==> src/rtl/sfr_pkg.sv <==
// Shared constants of the SPI FIFO register front end.
// Assumes byte offsets on an 8-bit register address.
package sfr_pkg;
    localparam int REG_ADDR_W = 8;

    localparam logic [REG_ADDR_W-1:0] OFS_CS_DEFAULT = 8'h14;
    localparam logic [REG_ADDR_W-1:0] OFS_TX_DATA    = 8'h48;
    localparam logic [REG_ADDR_W-1:0] OFS_RX_DATA    = 8'h4C;
    localparam logic [REG_ADDR_W-1:0] OFS_TX_MARK    = 8'h50;
    localparam logic [REG_ADDR_W-1:0] OFS_RX_MARK    = 8'h54;
    localparam logic [REG_ADDR_W-1:0] OFS_FLASH_CTL  = 8'h60;
    localparam logic [REG_ADDR_W-1:0] OFS_IRQ_EN     = 8'h70;
    localparam logic [REG_ADDR_W-1:0] OFS_IRQ_PEND   = 8'h74;

    localparam int PEND_TX = 0;
    localparam int PEND_RX = 1;
    localparam int PEND_W  = 2;
    localparam int FLAG_BIT = 31;
endpackage

==> src/rtl/sfr_fifo.sv <==
// Synchronous first-in first-out byte queue with occupancy count.
// A push while full and a pop while empty are ignored; both may occur
// in one cycle. DEPTH need not be a power of two.
module sfr_fifo #(
    parameter int DEPTH = 8,
    parameter int WIDTH = 8,
    localparam int PW = (DEPTH > 1) ? $clog2(DEPTH) : 1,
    localparam int CW = $clog2(DEPTH + 1)
) (
    input  logic             clk,
    input  logic             rst_n,
    input  logic             push,
    input  logic [WIDTH-1:0] push_data,
    input  logic             pop,
    output logic [WIDTH-1:0] pop_data,
    output logic [CW-1:0]    count,
    output logic             full,
    output logic             empty
);
    logic [WIDTH-1:0] mem [DEPTH];
    logic [PW-1:0]    wptr;
    logic [PW-1:0]    rptr;
    logic             do_push;
    logic             do_pop;

    assign full     = (count == CW'(DEPTH));
    assign empty    = (count == '0);
    assign do_push  = push && !full;
    assign do_pop   = pop && !empty;
    assign pop_data = mem[rptr];

    // Advance a pointer with explicit wrap at DEPTH-1.
    function automatic logic [PW-1:0] next_ptr(input logic [PW-1:0] p);
        return (p == PW'(DEPTH - 1)) ? '0 : p + PW'(1);
    endfunction

    // Store a pushed word.
    always_ff @(posedge clk) begin
        if (do_push) begin
            mem[wptr] <= push_data;
        end
    end

    // Pointers and occupancy.
    always_ff @(posedge clk) begin
        if (!rst_n) begin
            wptr  <= '0;
            rptr  <= '0;
            count <= '0;
        end else begin
            if (do_push) wptr <= next_ptr(wptr);
            if (do_pop)  rptr <= next_ptr(rptr);
            case ({do_push, do_pop})
                2'b10:   count <= count + CW'(1);
                2'b01:   count <= count - CW'(1);
                default: count <= count;
            endcase
        end
    end

    AST_NO_OVERFLOW: assert property (@(posedge clk) disable iff (!rst_n)
        (full && !pop) |=> full);
    AST_EMPTY_HOLDS: assert property (@(posedge clk) disable iff (!rst_n)
        (empty && !push) |=> empty);
    AST_PUSH_COUNTS: assert property (@(posedge clk) disable iff (!rst_n)
        (push && !full && !pop) |=> count == $past(count) + CW'(1));
endmodule

==> src/rtl/sfr_mark_irq.sv <==
// Threshold registers, enable register, live pending bits and the
// interrupt line. Pending bits are pure compares of the current
// occupancies against the thresholds; nothing is latched.
module sfr_mark_irq #(
    parameter int CW = 4,
    localparam int PW = sfr_pkg::PEND_W
) (
    input  logic          clk,
    input  logic          rst_n,
    input  logic          tx_mark_we,
    input  logic          rx_mark_we,
    input  logic          ie_we,
    input  logic [31:0]   wdata,
    input  logic [CW-1:0] tx_count,
    input  logic [CW-1:0] rx_count,
    output logic [CW-1:0] tx_mark,
    output logic [CW-1:0] rx_mark,
    output logic [PW-1:0] ie,
    output logic [PW-1:0] ip,
    output logic          irq
);
    // Threshold and enable storage.
    always_ff @(posedge clk) begin
        if (!rst_n) begin
            tx_mark <= CW'(1);
            rx_mark <= '0;
            ie      <= '0;
        end else begin
            if (tx_mark_we) tx_mark <= wdata[CW-1:0];
            if (rx_mark_we) rx_mark <= wdata[CW-1:0];
            if (ie_we)      ie      <= wdata[PW-1:0];
        end
    end

    // Live level compares.
    always_comb begin
        ip = '0;
        ip[sfr_pkg::PEND_TX] = (tx_count < tx_mark);
        ip[sfr_pkg::PEND_RX] = (rx_count > rx_mark);
    end

    // Enabled pending sources drive the interrupt.
    assign irq = |(ip & ie);

    AST_IRQ_MASKED: assert property (@(posedge clk) disable iff (!rst_n)
        (ie == '0) |-> !irq);
    AST_TX_PEND_EMPTY: assert property (@(posedge clk) disable iff (!rst_n)
        (tx_count == '0 && tx_mark != '0) |-> ip[sfr_pkg::PEND_TX]);
    AST_RX_PEND_EMPTY: assert property (@(posedge clk) disable iff (!rst_n)
        (rx_count == '0) |-> !ip[sfr_pkg::PEND_RX]);
endmodule

==> src/rtl/sfr_cs_lines.sv <==
// Idle-level register of the chip-select lines. Only NUM_CS bits
// exist, so software can count lines by writing ones and reading back.
// Resets with every line idle high.
module sfr_cs_lines #(
    parameter int NUM_CS = 4
) (
    input  logic              clk,
    input  logic              rst_n,
    input  logic              we,
    input  logic [NUM_CS-1:0] wdata,
    output logic [NUM_CS-1:0] lines
);
    for (genvar g = 0; g < NUM_CS; g++) begin : g_line
        // One flop per implemented select line.
        always_ff @(posedge clk) begin
            if (!rst_n)  lines[g] <= 1'b1;
            else if (we) lines[g] <= wdata[g];
        end
    end
endmodule

==> src/rtl/spi_fifo_regs.sv <==
// Register front end of an SPI master: byte queues toward the frame
// engine, status in bit 31 of the data registers, threshold interrupts,
// select-line idle levels and the flash-path ownership bit.
// Assumes WIDTH <= 31 and NUM_CS <= 32. Read data is combinational.
module spi_fifo_regs #(
    parameter int DEPTH  = 8,
    parameter int WIDTH  = 8,
    parameter int NUM_CS = 4,
    localparam int CW = $clog2(DEPTH + 1),
    localparam int AW = sfr_pkg::REG_ADDR_W
) (
    input  logic              clk,
    input  logic              rst_n,
    input  logic              bus_wr_en,
    input  logic              bus_rd_en,
    input  logic [AW-1:0]     bus_addr,
    input  logic [31:0]       bus_wdata,
    output logic [31:0]       bus_rdata,
    output logic [WIDTH-1:0]  eng_tx_data,
    output logic              eng_tx_valid,
    input  logic              eng_tx_ready,
    input  logic [WIDTH-1:0]  eng_rx_data,
    input  logic              eng_rx_valid,
    output logic              eng_rx_ready,
    output logic [NUM_CS-1:0] cs_default,
    output logic              flash_mode,
    output logic              irq
);
    import sfr_pkg::*;

    logic             tx_wr, rx_rd;
    logic             tx_pop, rx_push, rx_pop;
    logic [CW-1:0]    tx_count, rx_count;
    logic             tx_full, tx_empty, rx_full, rx_empty;
    logic [WIDTH-1:0] rx_head;
    logic [CW-1:0]    tx_mark, rx_mark;
    logic [PEND_W-1:0] ie, ip;

    // Decode of the strobes that move queue data.
    assign tx_wr   = bus_wr_en && (bus_addr == OFS_TX_DATA);
    assign rx_rd   = bus_rd_en && (bus_addr == OFS_RX_DATA);
    assign rx_pop  = rx_rd && !rx_empty;

    // Engine side, gated while the flash path owns the bus.
    assign eng_tx_valid = !flash_mode && !tx_empty;
    assign tx_pop       = eng_tx_valid && eng_tx_ready;
    assign eng_rx_ready = !flash_mode && !rx_full;
    assign rx_push      = eng_rx_valid && eng_rx_ready;

    sfr_fifo #(.DEPTH(DEPTH), .WIDTH(WIDTH)) u_tx_q (
        .clk(clk), .rst_n(rst_n),
        .push(tx_wr), .push_data(bus_wdata[WIDTH-1:0]),
        .pop(tx_pop), .pop_data(eng_tx_data),
        .count(tx_count), .full(tx_full), .empty(tx_empty)
    );

    sfr_fifo #(.DEPTH(DEPTH), .WIDTH(WIDTH)) u_rx_q (
        .clk(clk), .rst_n(rst_n),
        .push(rx_push), .push_data(eng_rx_data),
        .pop(rx_pop), .pop_data(rx_head),
        .count(rx_count), .full(rx_full), .empty(rx_empty)
    );

    sfr_mark_irq #(.CW(CW)) u_irq (
        .clk(clk), .rst_n(rst_n),
        .tx_mark_we(bus_wr_en && bus_addr == OFS_TX_MARK),
        .rx_mark_we(bus_wr_en && bus_addr == OFS_RX_MARK),
        .ie_we(bus_wr_en && bus_addr == OFS_IRQ_EN),
        .wdata(bus_wdata),
        .tx_count(tx_count), .rx_count(rx_count),
        .tx_mark(tx_mark), .rx_mark(rx_mark),
        .ie(ie), .ip(ip), .irq(irq)
    );

    sfr_cs_lines #(.NUM_CS(NUM_CS)) u_cs (
        .clk(clk), .rst_n(rst_n),
        .we(bus_wr_en && bus_addr == OFS_CS_DEFAULT),
        .wdata(bus_wdata[NUM_CS-1:0]),
        .lines(cs_default)
    );

    // Flash-path ownership bit, owned by flash out of reset.
    always_ff @(posedge clk) begin
        if (!rst_n)
            flash_mode <= 1'b1;
        else if (bus_wr_en && bus_addr == OFS_FLASH_CTL)
            flash_mode <= bus_wdata[0];
    end

    // Read-data selection by offset.
    always_comb begin
        bus_rdata = '0;
        case (bus_addr)
            OFS_TX_DATA:    bus_rdata[FLAG_BIT] = tx_full;
            OFS_RX_DATA: begin
                if (rx_empty) bus_rdata[FLAG_BIT] = 1'b1;
                else          bus_rdata = 32'(rx_head);
            end
            OFS_TX_MARK:    bus_rdata = 32'(tx_mark);
            OFS_RX_MARK:    bus_rdata = 32'(rx_mark);
            OFS_IRQ_EN:     bus_rdata = 32'(ie);
            OFS_IRQ_PEND:   bus_rdata = 32'(ip);
            OFS_CS_DEFAULT: bus_rdata = 32'(cs_default);
            OFS_FLASH_CTL:  bus_rdata = 32'(flash_mode);
            default:        bus_rdata = '0;
        endcase
    end

    AST_TX_DROP_FULL: assert property (@(posedge clk) disable iff (!rst_n)
        (tx_wr && tx_full && !tx_pop) |=> tx_full);
    AST_RX_READ_POPS: assert property (@(posedge clk) disable iff (!rst_n)
        (rx_rd && !rx_empty && !rx_push) |=> rx_count == $past(rx_count) - CW'(1));
    AST_FLASH_FREEZE: assert property (@(posedge clk) disable iff (!rst_n)
        (flash_mode && !tx_wr) |=> tx_count == $past(tx_count));
    AST_RX_FULL_BLOCK: assert property (@(posedge clk) disable iff (!rst_n)
        (rx_full && !rx_rd) |=> rx_full);
endmodule

==> config.mk <==
export PLATFORM = sky130hd
export DESIGN_NAME = spi_fifo_regs
export DESIGN_NICKNAME = d
export VERILOG_FILES = /design/src/rtl/sfr_pkg.sv /design/src/rtl/sfr_fifo.sv /design/src/rtl/sfr_mark_irq.sv /design/src/rtl/sfr_cs_lines.sv /design/src/rtl/spi_fifo_regs.sv
export SDC_FILE = /design/constraint.sdc
export NUM_CORES = 1
export LEC_CHECK = 0
export BUFFER_PORTS_ARGS = -buffer_cell sky130_fd_sc_hd__buf_2
export CAP_MARGIN = 20
export CORE_ASPECT_RATIO = 0.9
export CORE_MARGIN = 5
export CORE_UTILIZATION = 52
export CTS_CLUSTER_DIAMETER = 50
export DETAILED_ROUTE_END_ITERATION = 8
export PLACE_DENSITY = 0.74
export SLEW_MARGIN = 25
export SYNTH_ARGS = -nofsm -noshare
export SYNTH_HDL_FRONTEND = slang
export SYNTH_SLANG_ARGS = --single-unit
==> constraint.sdc <==
create_clock -name clk -period 2.3 [get_ports clk]
set_input_delay 0.115 -clock clk [delete_from_list [all_inputs] [get_ports clk]]
set_output_delay 0.115 -clock clk [all_outputs]
set_load 0.005 [all_outputs]
# Yosys cells after proc, flatten, opt, wreduce, memory -nomap -nowiden
# Memory sizes are Yosys's and may differ from the RTL's. A register that Yosys moved wholly into a read port is not among the register bits.
# Index checks and enable logic that the tools add are counted.
[totals]
output_inout_bits = 48
romBits = 0
ram_bits = 128
mem_count = 2
register_bits = 35
latchBits = 0
[memory_table]
columns = ["memory", "depth", "width", "rd", "rd_ports_with_merged_regs", "write_ports", "line", "text"]
rows = [
  ["u_rx_q.mem", 8, 8, 1, 1, 1, "sfr_fifo.sv:20", "logic [WIDTH-1:0] mem [DEPTH];"],
  ["u_tx_q.mem", 8, 8, 1, 1, 1, "sfr_fifo.sv:20", ""],
]
[classes]
n_reduce_logical = 26
order_cmp = 2
shifts = 0
n_eq_ne = 18
bitwise_logic = 1
n_mul = 0
addsub = 8
div = 0
n_mux = 18
[op_table]
columns = ["op", "count"]
rows = [
  ["8-bit by 7-bit equality test with 1-bit output (second input constant)", 7],
  ["8-bit case mux with 7 select lines", 1],
  ["3-bit two-way mux", 8],
  ["1-bit logical AND", 16],
  ["4-bit case mux with 2 select lines", 2],
  ["3-bit by 1-bit adder with 3-bit output (second input constant)", 4],
  ["3-bit equality test (second input constant)", 4],
  ["4-bit by 1-bit adder with 4-bit output (second input constant)", 2],
  ["4-bit equality test (second input constant)", 2],
  ["8-bit by 5-bit equality test with 1-bit output (second input constant)", 1],
  ["4-bit logical NOT", 2],
  ["8-bit two-way mux", 1],
  ["4-bit by 1-bit subtractor with 4-bit output (second input constant)", 2],
  ["1-bit logical NOT", 5],
  ["1-bit two-way mux", 5],
  ["2-bit by 1-bit equality test with 1-bit output (second input constant)", 2],
  ["2-bit equality test (second input constant)", 2],
  ["4-bit greater-than comparator", 1],
  ["4-bit less-than comparator", 1],
  ["2-bit nonzero test", 2],
  ["2-bit AND", 1],
  ["1-bit case mux with 2 select lines", 1],
  ["2-bit OR reduction", 1],
]

# Logic depth before layout (Yosys ltp)
[depth]
word_depth = 7
depth_mapped = 12
depth_no_buf = 11

# Hierarchy
# A second synthesis with hierarchy kept.
[unflattened]
cells_unflattened = 490
hier_area_um2 = 7537.2
[by_module_without_submodules]
columns = ["module", "area_each_um2", "cells_per_inst", "instances"]
rows = [
  ["sfr_fifo", 3116.7, 171, 2],
  ["spi_fifo_regs", 590.6, 77, 1],
  ["sfr_mark_irq", 573.0, 58, 1],
  ["sfr_cs_lines", 140.1, 13, 1],
]

# Least setup slack after synthesis
# OpenSTA, ideal clock, no wires.
[synth_path]
path_type = "register to register"
startpoint = "reg u_rx_q.count[1]"
endpoint = "reg u_rx_q.count[2]"
arrival_time_ps = 2338
slack_ps = -113
stages_incl_launch_ff = 12
setup_ps = 76
n_path_buf = 1
path_cell_list = "dfxtp_1 > buf_2 > nor3_1 > a21oi_1 > nand2_1 > ha_1 > xor2_1 > ha_1 > a21oi_1 > xor2_1 > or3_1 > a21boi_0"
[synth_between]
elab_chain_len = 7
elab_cells_between_ends = 15
[synth_lines]
columns = ["item", "line", "text"]
rows = [
  ["start: declaration", "sfr_fifo.sv:16", "output logic [CW-1:0] count,"],
  ["start signal: assignment", "sfr_fifo.sv:54", "2'b10: count <= count + CW'(1);"],
  ["start signal: assignment", "sfr_fifo.sv:55", "2'b01: count <= count - CW'(1);"],
  ["start signal: assignment", "sfr_fifo.sv:56", "default: count <= count;"],
  ["4-bit equality test (*)", "sfr_fifo.sv:26", "assign full = (count == CW'(DEPTH));"],
  ["1-bit logical NOT (*)", "spi_fifo_regs.sv:47", "assign eng_rx_ready = !flash_mode && !rx_full;"],
  ["1-bit logical AND (*)", "spi_fifo_regs.sv:47", ""],
  ["named net eng_rx_ready", "spi_fifo_regs.sv:24", "output logic eng_rx_ready,"],
  ["1-bit logical AND (*)", "spi_fifo_regs.sv:48", "assign rx_push = eng_rx_valid && eng_rx_ready;"],
  ["1-bit logical AND (*)", "sfr_fifo.sv:28", "assign do_push = push && !full;"],
  ["2-bit by 1-bit equality test with 1-bit output / 2-bit equality test (equally long branches)", "sfr_fifo.sv:53", "case ({do_push, do_pop})"],
  ["4-bit case mux with 2 select lines / 2-bit nonzero test (equally long branches)", "n/a", ""],
]
# Mark *: on every way through the listed nets, which the timed path passes. The rest lies on a longest branch.
# A chain may end at the register's enable or synchronous reset.

# Worst setup path in the final report
[layout_path]
startpoint = "reg u_rx_q.count[1]"
endpoint = "out bus_rdata[1]"
[layout_between]
elab_chain_len = 3
elab_cells_between_ends = 4
[layout_lines]
columns = ["item", "line", "text"]
rows = [
  ["branches (longest 2 deep; another with 4-bit greater-than comparator)", "n/a", ""],
  ["8-bit case mux with 7 select lines (*)", "spi_fifo_regs.sv:93", "case (bus_addr)"],
  ["end: declaration", "spi_fifo_regs.sv:18", "output logic [31:0] bus_rdata,"],
]
# Every way passes the cells marked *.

==> flow_summary.yaml <==
timing:
  skew_ns: 0.0143
  slew_violations: 0
  period_needed_ns: 2.29
  fin_crit_sh: 0.994
  grt_setup_unrepaired: "yes"
  tightest_slew_ns: 0.616
  setup_viol: 0
  finalHoldViolCount: 0
  slew_headroom: 0.590
  timing.hold.ws_ns: 0.0410
  max_freq_mhz: 437
  setup_tns_ns: 0
grt:
  grt_antenna_before_repair: 0
  grtUsageTotal: 0.191
  overflow: 0
  grt_pass1_wl_mm: 23.9
  grt_pass1_vias: 4520
  grt_max_degree: 39
drt:
  drc: 0
  viasPerCell: 5.42
  wl_per_cell_um: 18.6
  drt_pass1_iterations: 4
  drtIter0Drc: 306
  routed_wl_mm: 15.1
  drtAntennaViolNets: 0
  vias: 4398
finish:
  final_layout_size_suffix_gt1_frac: 0.323
  n_antenna_cell: 0
  nets: 681
  syn_to_final_growth_pct: 19.9
  layout.cells.most_common: "edfxtp_1"
  postLayoutCellArea_sq_um: 8870
  most-common-layout-cells: "edfxtp_1 (128), buf_2 (54), buf_4 (44)"
synthesis:
  synth_edf_count: 128
  dominantRegCellSynth: "edfxtp_1"
  synth_area_sq_um: 7400
  yosysWarnings: 0
  ys_async_sr_fraction: 0
  ys_ff_latch: 169
  synth.distinct_cells: 52
  yosysSeqAreaShare: 0.630
  syn_area_per_cell_sq_um: 14.9
  syn_inst: 496
critical_path:
  slowest_delay_ns: 0.37
  cp-end-kind: "primary output"
  critPathLaunchType: "flip-flop"
  slowest_stage: "dfxtp_4"
  cp_data_arrival_time_ns: 2.17
  path_cells: "buf_6 > ha_4 > nor2b_4 > o21a_1 > nor3_2 > o22ai_1 > a211o_1 > buf_2"
  path_class: "reg -> out"
  crit_fanout: 4
  required_ns: 2.18
hold_path:
  min_path_type: "in -> reg"
placement:
  gp_routability_congestion: 0.847
  dpl.hpwl_mm: 10.2
  place_area_sq_um: 8080
  portBuffers: 54
cts:
  max-clock-path-buffers: 2
  cts.sinks: 169
  htree_levels: 4
  cts_tree: "built"
  clk_latency_ns: 0.43
  cts_buffers: 17
  clk_transition_reported_paths_ns: 0.07
  root_buffer: "clkbuf_16"
floorplan:
  dieArea_sq_um: 16700
  fp.dieW_um: 136
  core_sq_um: 14000
  die_h_um: 123
  start_util: 0.528
  row_count: 41
  io_pins: 102
power:
  peakVddDrop_uv: 694
  powerDensity_nw_per_um2: 673
  leakage_uw: 0.00322
status:
  outcome: "finished, final reports clean"
flow_run:
  max_cap_viol_count: 0
[cells in the mapped netlist (all sizes together) (3+ instances only)]
master  count  share of area
and2        5         0.0042
xor2        6         0.0071
edfxtp    128           0.52
mux2i      27          0.037
clkbuf     12         0.0063
a21boi     11          0.011
inv        10         0.0051
o21ai      13         0.0088
or3         7         0.0061
ha         21          0.036
buf        31          0.028
mux4       32          0.097
nor4        6         0.0051
nand3b      6         0.0061
nor2b      13          0.011
nor3       10         0.0074
a21oi       9         0.0061
dfxtp      41           0.11
nor2       25          0.013
nand2      30          0.016
mux2        9          0.014
nor4b       3         0.0052
nand2b      9         0.0076
nand3       8         0.0054
[area by class of cell]
| cell class | count | area [sq um] |
|---|---|---|
| Clock buffer | 18 | 429 |
| Clock inverter | 14 | 98.8 |
| Fill cell | 1039 | 5130 |
| Inverter | 10 | 37.5 |
| Multi-Input combinational cell | 296 | 2640 |
| Sequential cell | 169 | 4680 |
| Tap cell | 193 | 241 |
| Timing Repair Buffer | 112 | 742 |
[final timing paths]
| check | from | end | slack, ns | depth (start not counted) |
|---|---|---|---|---|
| setup / recovery | u_rx_q.count[1] | bus_rdata[1] | 0.01 | 8 |
| hold / removal | bus_wdata[2] | u_tx_q.mem[0][2] | 0.04 | 1 |
| setup reg to reg | u_tx_q.count[0] | u_tx_q.count[2] | 0.12 | 11 |
| hold reg to reg | u_irq.ie[1] | u_irq.ie[1] | 0.50 | 2 |
[cell families after synthesis]
| kind of cell | synth area share |
|---|---|
| adder cells (fa/ha/maj) | 0.0355 |
| XOR/XNOR | 0.00947 |
| buffers and inverters | 0.0396 |
| multiplexers | 0.148 |
| AND/OR/NAND/NOR | 0.0972 |
| flip-flops | 0.630 |
| other | 0.000507 |
| AO/OA/AOI/OAI | 0.0396 |
[where the power goes]
part	internal, uW	switching [uW]
sequential	3270	0.612
combinational	54.4	86.5
clock	1380	1180
total	4710	1260
[worst max-delay path: cells and delay by family (launching register included)]
family | cells | cell delay, ns
AO/OA/AOI/OAI | 3 | 0.61
adder cells (fa/ha/maj) | 1 | 0.21
buffers and inverters | 2 | 0.25
flip-flops | 1 | 0.37
AND/OR/NAND/NOR | 2 | 0.30
[sequential cells by signal, summed over array words and instances (netlist names), named ones only]
signal	flops
u_irq.tx_mark	4
u_tx_q.count	4
u_rx_q.count	4
u_tx_q.wptr	3
u_cs.lines	4
u_tx_q.rptr	3
u_rx_q.mem	64
u_rx_q.rptr	3
flash_mode	1
u_irq.ie	2
u_irq.rx_mark	4
u_rx_q.wptr	3
u_tx_q.mem	64
[repair_timing]
action | in CTS | in global routing
hold endpoints to repair | 97 | 0
setup buffers | 0 | 2
pin swaps | 1 | 8
endpoints found under the setup margin | 4 | 6
hold buffers | 13 | 0
resized for setup | 6 | 24
[layer usage]
layer,global-route usage,vias up,wire length (um)
li1,-,2067,-
met1,0.246,2189,6280
met2,0.326,124,7810
met3,0.0460,18,797
met4,0.0573,0,197
met5,0,-,0
[per-stage QoR]
step	utilization	cells	setup slack, ns	power [uW]
final	0.633	812	0.0133	5970
after global routing	0.633	812	-0.0728	6180
after CTS	0.625	810	0.00333	6010
after detailed placement	0.577	765	-0.0766	3460
after global placement	0.577	765	-0.0490	3450
after floorplan	-	518	0.0237	3410
Note: power is estimated with default switching activity, not from simulation.
